**config.mk**
```make
export PLATFORM = sky130hd
export DESIGN_NAME = tree_path_select
export DESIGN_NICKNAME = d
export VERILOG_FILES = /design/src/rtl/tps_pkg.sv /design/src/rtl/tps_entry_mux.sv /design/src/rtl/tps_node_eval.sv /design/src/rtl/tps_commit_track.sv /design/src/rtl/tree_path_select.sv
export SDC_FILE = /design/constraint.sdc
export NUM_CORES = 1
export LEC_CHECK = 0
export BUFFER_PORTS_ARGS = -buffer_cell sky130_fd_sc_hd__buf_2
export CORE_AREA = 2 2 172 174
export DETAILED_ROUTE_END_ITERATION = 10
export DIE_AREA = 0 0 174 176
export PLACE_DENSITY = 0.59
export SKIP_CTS_REPAIR_TIMING = 1
export SYNTH_ARGS = -nofsm -noshare
export SYNTH_HDL_FRONTEND = slang
export SYNTH_SLANG_ARGS = --single-unit
```
**constraint.sdc**
```tcl
create_clock -name clk -period 3.65 [get_ports clk]
set_input_delay 0 -clock clk [delete_from_list [all_inputs] [get_ports clk]]
set_output_delay 0 -clock clk [all_outputs]
set_load 0.02 [all_outputs]
```
**src/rtl/tps_pkg.sv**
```systemverilog
package tps_pkg;

  localparam int KIND_W = 2;
  localparam int CF_W   = 3;
  localparam int DISP_W = 4;
  localparam int TGT_W  = 16;
  localparam int WORD_W = KIND_W + CF_W + DISP_W + TGT_W;

  typedef enum logic [KIND_W-1:0] {
    K_OP   = 2'b00,
    K_SKIP = 2'b01,
    K_BR   = 2'b10,
    K_CBR  = 2'b11
  } kind_e;

  typedef enum logic [2:0] {
    ACT_COMMIT_NEXT,
    ACT_NEXT,
    ACT_JUMP,
    ACT_LEAF,
    ACT_FAULT
  } step_e;

  typedef enum logic {ST_IDLE, ST_WALK} walk_state_e;

  function automatic kind_e word_kind(input logic [WORD_W-1:0] w);
    return kind_e'(w[WORD_W-1 -: KIND_W]);
  endfunction

  function automatic logic [CF_W-1:0] word_cf(input logic [WORD_W-1:0] w);
    return w[TGT_W+DISP_W +: CF_W];
  endfunction

  function automatic logic [DISP_W-1:0] word_disp(input logic [WORD_W-1:0] w);
    return w[TGT_W +: DISP_W];
  endfunction

  function automatic logic [TGT_W-1:0] word_tgt(input logic [WORD_W-1:0] w);
    return w[TGT_W-1:0];
  endfunction

  // Destination of a taken skip: forward by the displacement.
  function automatic logic [31:0] skip_dest(input logic [31:0] pc,
                                            input logic [DISP_W-1:0] disp);
    return pc + 32'(disp);
  endfunction

  // A taken skip is illegal when it does not move forward or leaves the buffer.
  function automatic logic skip_bad(input logic [31:0] pc,
                                    input logic [DISP_W-1:0] disp,
                                    input logic [31:0] depth);
    return (disp == '0) || (skip_dest(pc, disp) >= depth);
  endfunction

  // Falling through from the last entry leaves the buffer.
  function automatic logic falls_off_end(input logic [31:0] pc,
                                         input logic [31:0] depth);
    return (pc + 32'd1) >= depth;
  endfunction

endpackage

```
**src/rtl/tps_entry_mux.sv**
```systemverilog
module tps_entry_mux
  import tps_pkg::*;
#(
  parameter int DEPTH = 16,
  parameter int IDX_W = $clog2(DEPTH)
) (
  input  logic [DEPTH*WORD_W-1:0] words,
  input  logic [IDX_W-1:0]        sel,
  output logic [WORD_W-1:0]       word
);

  logic [WORD_W-1:0] entry [DEPTH];

  for (genvar g = 0; g < DEPTH; g++) begin : g_unpack
    assign entry[g] = words[g*WORD_W +: WORD_W];
  end

  assign word = entry[sel];

endmodule

```
**src/rtl/tps_node_eval.sv**
```systemverilog
module tps_node_eval
  import tps_pkg::*;
#(
  parameter int DEPTH  = 16,
  parameter int IDX_W  = $clog2(DEPTH),
  parameter int COND_N = 1 << CF_W
) (
  input  logic              clk,
  input  logic              rst_n,
  input  logic              active,
  input  logic [WORD_W-1:0] word,
  input  logic [IDX_W-1:0]  pc,
  input  logic [COND_N-1:0] cond_bits,
  output step_e             act,
  output logic [IDX_W-1:0]  next_pc,
  output logic [TGT_W-1:0]  leaf_tgt,
  output logic              test_true
);

  localparam logic [31:0] DEPTH_L = 32'(DEPTH);

  kind_e       kind;
  logic [31:0] pc_ext;
  logic [31:0] jump_dest;
  logic        jump_bad;
  logic        off_end;

  always_comb begin
    kind      = word_kind(word);
    test_true = cond_bits[word_cf(word)];
    pc_ext    = 32'(pc);
    jump_dest = skip_dest(pc_ext, word_disp(word));
    jump_bad  = skip_bad(pc_ext, word_disp(word), DEPTH_L);
    off_end   = falls_off_end(pc_ext, DEPTH_L);
    leaf_tgt  = word_tgt(word);

    unique case (kind)
      K_OP:    act = off_end ? ACT_FAULT : ACT_COMMIT_NEXT;
      K_SKIP:  if (test_true) act = jump_bad ? ACT_FAULT : ACT_JUMP;
               else           act = off_end  ? ACT_FAULT : ACT_NEXT;
      K_BR:    act = ACT_LEAF;
      K_CBR:   if (test_true) act = ACT_LEAF;
               else           act = off_end ? ACT_FAULT : ACT_NEXT;
      default: act = ACT_FAULT;
    endcase

    next_pc = (act == ACT_JUMP) ? IDX_W'(jump_dest) : IDX_W'(pc_ext + 32'd1);
  end

  // a taken skip always lands strictly ahead and inside the buffer.
  assert_jump_forward_R4: assert property (@(posedge clk) disable iff (!rst_n)
    (active && act == ACT_JUMP) |-> (next_pc > pc && 32'(next_pc) < DEPTH));

endmodule

```
**src/rtl/tps_commit_track.sv**
```systemverilog
module tps_commit_track #(
  parameter int DEPTH = 16,
  parameter int IDX_W = $clog2(DEPTH)
) (
  input  logic             clk,
  input  logic             rst_n,
  input  logic             clear,
  input  logic             set_en,
  input  logic [IDX_W-1:0] set_idx,
  output logic [DEPTH-1:0] mask
);

  for (genvar g = 0; g < DEPTH; g++) begin : g_bit
    always_ff @(posedge clk or negedge rst_n) begin
      if (!rst_n)                                    mask[g] <= 1'b0;
      else if (clear)                                mask[g] <= 1'b0;
      else if (set_en && set_idx == IDX_W'(g))       mask[g] <= 1'b1;
    end
  end

  // between clears, committed bits are never withdrawn.
  assert_mask_grows_R3: assert property (@(posedge clk) disable iff (!rst_n)
    !clear |=> ((mask & $past(mask)) == $past(mask)));

endmodule

```
**src/rtl/tree_path_select.sv**
```systemverilog
module tree_path_select
  import tps_pkg::*;
#(
  parameter int DEPTH  = 16,
  parameter int COND_N = 1 << CF_W
) (
  input  logic                    clk,
  input  logic                    rst_n,
  input  logic                    start,
  input  logic [DEPTH*WORD_W-1:0] tree_words,
  input  logic [COND_N-1:0]       cond_bits,
  output logic                    result_valid,
  output logic                    busy,
  output logic                    walk_error,
  output logic [DEPTH-1:0]        commit_mask,
  output logic [TGT_W-1:0]        next_target
);

  localparam int IDX_W  = $clog2(DEPTH);
  localparam int STEP_W = $clog2(DEPTH + 1);

  walk_state_e       state_q;
  logic [IDX_W-1:0]  pc_q;
  logic [STEP_W-1:0] steps_q;
  logic              res_valid_q;
  logic              res_err_q;
  logic [DEPTH-1:0]  res_mask_q;
  logic [TGT_W-1:0]  res_tgt_q;

  logic [WORD_W-1:0] cur_word;
  step_e             act;
  logic [IDX_W-1:0]  next_pc;
  logic [TGT_W-1:0]  leaf_tgt;
  logic              test_true;
  logic [DEPTH-1:0]  live_mask;

  // Named events for the assertions and for readability.
  logic walking;
  logic launch;
  logic ev_commit;
  logic ev_leaf;
  logic ev_fault;

  assign walking   = (state_q == ST_WALK);
  assign launch    = (state_q == ST_IDLE) && start;
  assign ev_commit = walking && (act == ACT_COMMIT_NEXT);
  assign ev_leaf   = walking && (act == ACT_LEAF);
  assign ev_fault  = walking && (act == ACT_FAULT);

  tps_entry_mux #(.DEPTH(DEPTH), .IDX_W(IDX_W)) u_mux (
    .words (tree_words),
    .sel   (pc_q),
    .word  (cur_word)
  );

  tps_node_eval #(.DEPTH(DEPTH), .IDX_W(IDX_W), .COND_N(COND_N)) u_eval (
    .clk       (clk),
    .rst_n     (rst_n),
    .active    (walking),
    .word      (cur_word),
    .pc        (pc_q),
    .cond_bits (cond_bits),
    .act       (act),
    .next_pc   (next_pc),
    .leaf_tgt  (leaf_tgt),
    .test_true (test_true)
  );

  tps_commit_track #(.DEPTH(DEPTH), .IDX_W(IDX_W)) u_track (
    .clk     (clk),
    .rst_n   (rst_n),
    .clear   (launch),
    .set_en  (ev_commit),
    .set_idx (pc_q),
    .mask    (live_mask)
  );

  always_ff @(posedge clk or negedge rst_n) begin
    if (!rst_n) begin
      state_q     <= ST_IDLE;
      pc_q        <= '0;
      steps_q     <= '0;
      res_valid_q <= 1'b0;
      res_err_q   <= 1'b0;
      res_mask_q  <= '0;
      res_tgt_q   <= '0;
    end else begin
      res_valid_q <= 1'b0;
      if (launch) begin
        state_q <= ST_WALK;
        pc_q    <= '0;
        steps_q <= '0;
      end else if (walking) begin
        steps_q <= steps_q + 1'b1;
        if (ev_leaf) begin
          state_q     <= ST_IDLE;
          res_valid_q <= 1'b1;
          res_err_q   <= 1'b0;
          res_mask_q  <= live_mask;
          res_tgt_q   <= leaf_tgt;
        end else if (ev_fault) begin
          state_q     <= ST_IDLE;
          res_valid_q <= 1'b1;
          res_err_q   <= 1'b1;
          res_mask_q  <= '0;
          res_tgt_q   <= '0;
        end else begin
          pc_q <= next_pc;
        end
      end
    end
  end

  assign result_valid = res_valid_q;
  assign busy         = walking;
  assign walk_error   = res_err_q;
  assign commit_mask  = res_mask_q;
  assign next_target  = res_tgt_q;

  // a walk only begins from a sampled start.
  assert_busy_from_start_R2: assert property (@(posedge clk) disable iff (!rst_n)
    $rose(busy) |-> $past(start));

  // while walking the position only increases, so a late start never rewinds it.
  assert_forward_only_R9: assert property (@(posedge clk) disable iff (!rst_n)
    (walking && $past(walking)) |-> (pc_q > $past(pc_q)));

  // a walk never visits more words than the buffer holds.
  assert_walk_bounded_R7: assert property (@(posedge clk) disable iff (!rst_n)
    walking |-> (32'(steps_q) < DEPTH));

  // a faulted walk reports nothing to commit and no target.
  assert_fault_empty_R8: assert property (@(posedge clk) disable iff (!rst_n)
    (result_valid && walk_error) |-> (commit_mask == '0 && next_target == '0));

  // the valid flag is a single-cycle pulse.
  assert_valid_pulse_R10: assert property (@(posedge clk) disable iff (!rst_n)
    result_valid |=> !result_valid);

endmodule

```
==> results.cfg <==
[outcome]
outcome = complete, no violations

[clock_tree]
path_clk_slew_ns = 0.08
cts_tree = built
cts_root_buffer = clkbuf_16
htree_num_levels = 2
clk_latency_ns = 0.31
clock_sinks = 55
clockBufferDepth = 2
cts_buffers = 5

[sta]
slew_violations = 0
hold_viol_final = 0
skew_ns = 0.0149
fmax_mhz = 285
finalWorstSetupSlack_ns = 0.144
setup_viol = 0
worst_slew_pin_slew_ns = 1.03
final.setup.tns_ns = 0
fin_crit_ns = 3.51
whs_ns = 0.0344
fin_crit_sh = 0.961
slew-limit-headroom = 0.313

[floorplanning]
dieArea_mm2 = 0.0306
core_region_area_mm2 = 0.0285
fp.dieH_um = 176
initial_core_util = 0.210
row_count = 62
num_io_pins = 446
die_w_um = 174

[global_routing]
grt_pass1_wl_um = 40700
grt_pass1_vias = 6472
grt_util_all_layers = 0.179
overflow = 0
antenna_found_initial = 14
grt_max_degree = 60

[placed_design]
gp_congestion = 0.880
portBuffers = 445
pre_cts_slack_ns = -0.0578
dp_cells = 1235
dpl.hpwl_um = 24400

[synthesis]
syn-num-nets = 837
synth_seq_area_share = 0.229
ys.flop_type = dfrtp_1
ys_seq_elements = 55
postSynth.asyncResetShare = 1.00
yosys_warnings = 0
syn_area_per_cell_um2 = 14.4
synthCells = 417
yosysUniqueCellTypes = 54
synth_edf_count = 0
synth_area_mm2 = 0.00600

[worst_setup_path]
crit_path_start_kind = flip-flop
cp.arrival_ns = 3.70
critPathMaxFanout = 16
end_kind = flip-flop
path_class = flip-flop to flip-flop
required_ns = 3.85

[finish]
syn_to_final_growth_pct = 51.2
layout_common_cells = buf_2, mux4_2, dfrtp_1, mux2i_1, nor2_4
final_layout_size_suffix_gt1_frac = 0.771
nets = 1288
stdcell_count = 1258
mostFrequentLayoutCell = buf_2

[routing]
wl_per_cell_um = 22.4
detail_route.iter0.violations = 396
vias = 6029
drc_errors = 0
vias_per_cell = 4.79
drt_first_pass_iters = 5
routed_wl_um = 28200
final_antenna_net_count = 0

[power_and_ir_drop]
p_int_mw = 3.68
seq_power_share = 0.157
p_clk_frac = 0.076
powerDensity_mw_per_mm2 = 737
swShare = 0.450
comb_power_share = 0.768
power_mw = 6.69
switchingPower_mw = 3.01
leakagePower_nw = 4.12
vdd_ir_drop_max_mv = 0.356

[min_path]
min_path_type = input pin to flip-flop

[flow_run]
max_cap_viol_count = 0
==> metrics by stage <==
step,util,area (um^2)
finish,0.318,9080
global placement,0.305,8720
detailed placement,0.305,8720
global route,0.318,9070
floorplan,-,6000
CTS,0.311,8870
==> worst paths after layout <==
kind / from / endpoint / slack, ns / cells past startpoint
worst min-delay path: start / busy$_DFF_PN0_ / 0.03 / 2
worst min register to register: u_track.mask[8]$_DFFE_PN0P_ / u_track.mask[8]$_DFFE_PN0P_ / 0.51 / 1
min in group asynchronous: rst_n / commit_mask[11]$_DFFE_PN0P_ / 0.32 / 2
worst max register to register: pc_q[0]$_DFFE_PN0P_ / commit_mask[8]$_DFFE_PN0P_ / 0.14 / 13
worst max-delay path: pc_q[0]$_DFFE_PN0P_ / commit_mask[8]$_DFFE_PN0P_ / 0.14 / 13
max in group asynchronous: rst_n / pc_q[1]$_DFFE_PN0P_ / 2.46 / 3
==> power groups by stage <==
stage	sequential, mW	combinational (mW)	clock [mW]
after floorplan	1.13	3.48	0
after CTS	1.07	4.91	0.525
final	1.05	5.14	0.506
after global placement	1.08	4.84	0
after detailed placement	1.08	4.89	0
after global routing	1.08	5.55	0.551
==> final cells by class <==
cell class / count / area [um^2]
inverter: 6 / 22.5
sequential: 55 / 1390
fill: 2977 / 19500
clock buffer: 5 / 125
timing repair buffer: 485 / 2610
multi-input combinational: 315 / 4410
tap: 384 / 480
clock inverter: 3 / 25.0
antenna: 5 / 12.5
==> critical path, cell delays in order, from the launching register on <==
cell and delay, ns:
dfrtp_4 0.52, buf_6 0.16, buf_4 0.21, mux2i_1 0.14
mux4_2 0.49, nand2b_4 0.16, and2_4 0.19, o21a_1 0.18
o21ai_0 0.37, a21boi_2 0.17, nor2_4 0.20, buf_8 0.24
mux2i_1 0.32, nor2_4 0.04
==> kinds of logic after synthesis <==
family / Yosys count / share of synthesized area
AOI/OAI and AO/OA: 61 / 0.0867
xor gates and xnor gates: 3 / 0.00438
adders and majority gates: 9 / 0.0200
buffers and inverters: 47 / 0.0498
DFF: 55 / 0.229
muxes: 157 / 0.497
and+or+nand+nor: 85 / 0.112
==> Yosys cell counts (all sizes together), types with 2 or more instances <==
cell type,count,area (um^2)
ha,8,100
o211ai,2,15.0
nand2,11,41.3
nor3,3,15.0
a31oi,2,12.5
a32oi,2,17.5
clkbuf,15,57.6
nand3,6,30.0
a22o,17,149
o21ai,7,35.0
inv,6,22.5
xnor2,3,26.3
and2,6,42.5
a21oi,2,10.0
nor2,41,394
a21o,3,22.5
a31o,2,17.5
nor3b,2,15.0
mux4,113,2540
buf,26,219
dfrtp,55,1380
a21boi,2,18.8
a221oi,2,30.0
o22a,2,18.8
a2111oi,2,42.5
o21a,2,15.0
nor2b,5,31.3
a22oi,9,67.6
nand2b,5,41.3
mux2i,44,440
==> registers in the layout, indices dropped and copies added, names as in the netlist <==
register and count:
busy 1, commit_mask 16, next_target 16, pc_q 4, result_valid 1, u_track.mask 16
walk_error 1
==> layer usage <==
| metal | GRT usage | part of all wire | vias to the layer above |
|---|---|---|---|
| met4 | 0.0382 | 0.014 | 4 |
| met5 | 0.0224 | 0.00096 | - |
| met2 | 0.277 | 0.46 | 315 |
| met3 | 0.0590 | 0.095 | 29 |
| met1 | 0.242 | 0.43 | 3026 |
| li1 | - | - | 2655 |
Power figures use the tool's default switching activity.
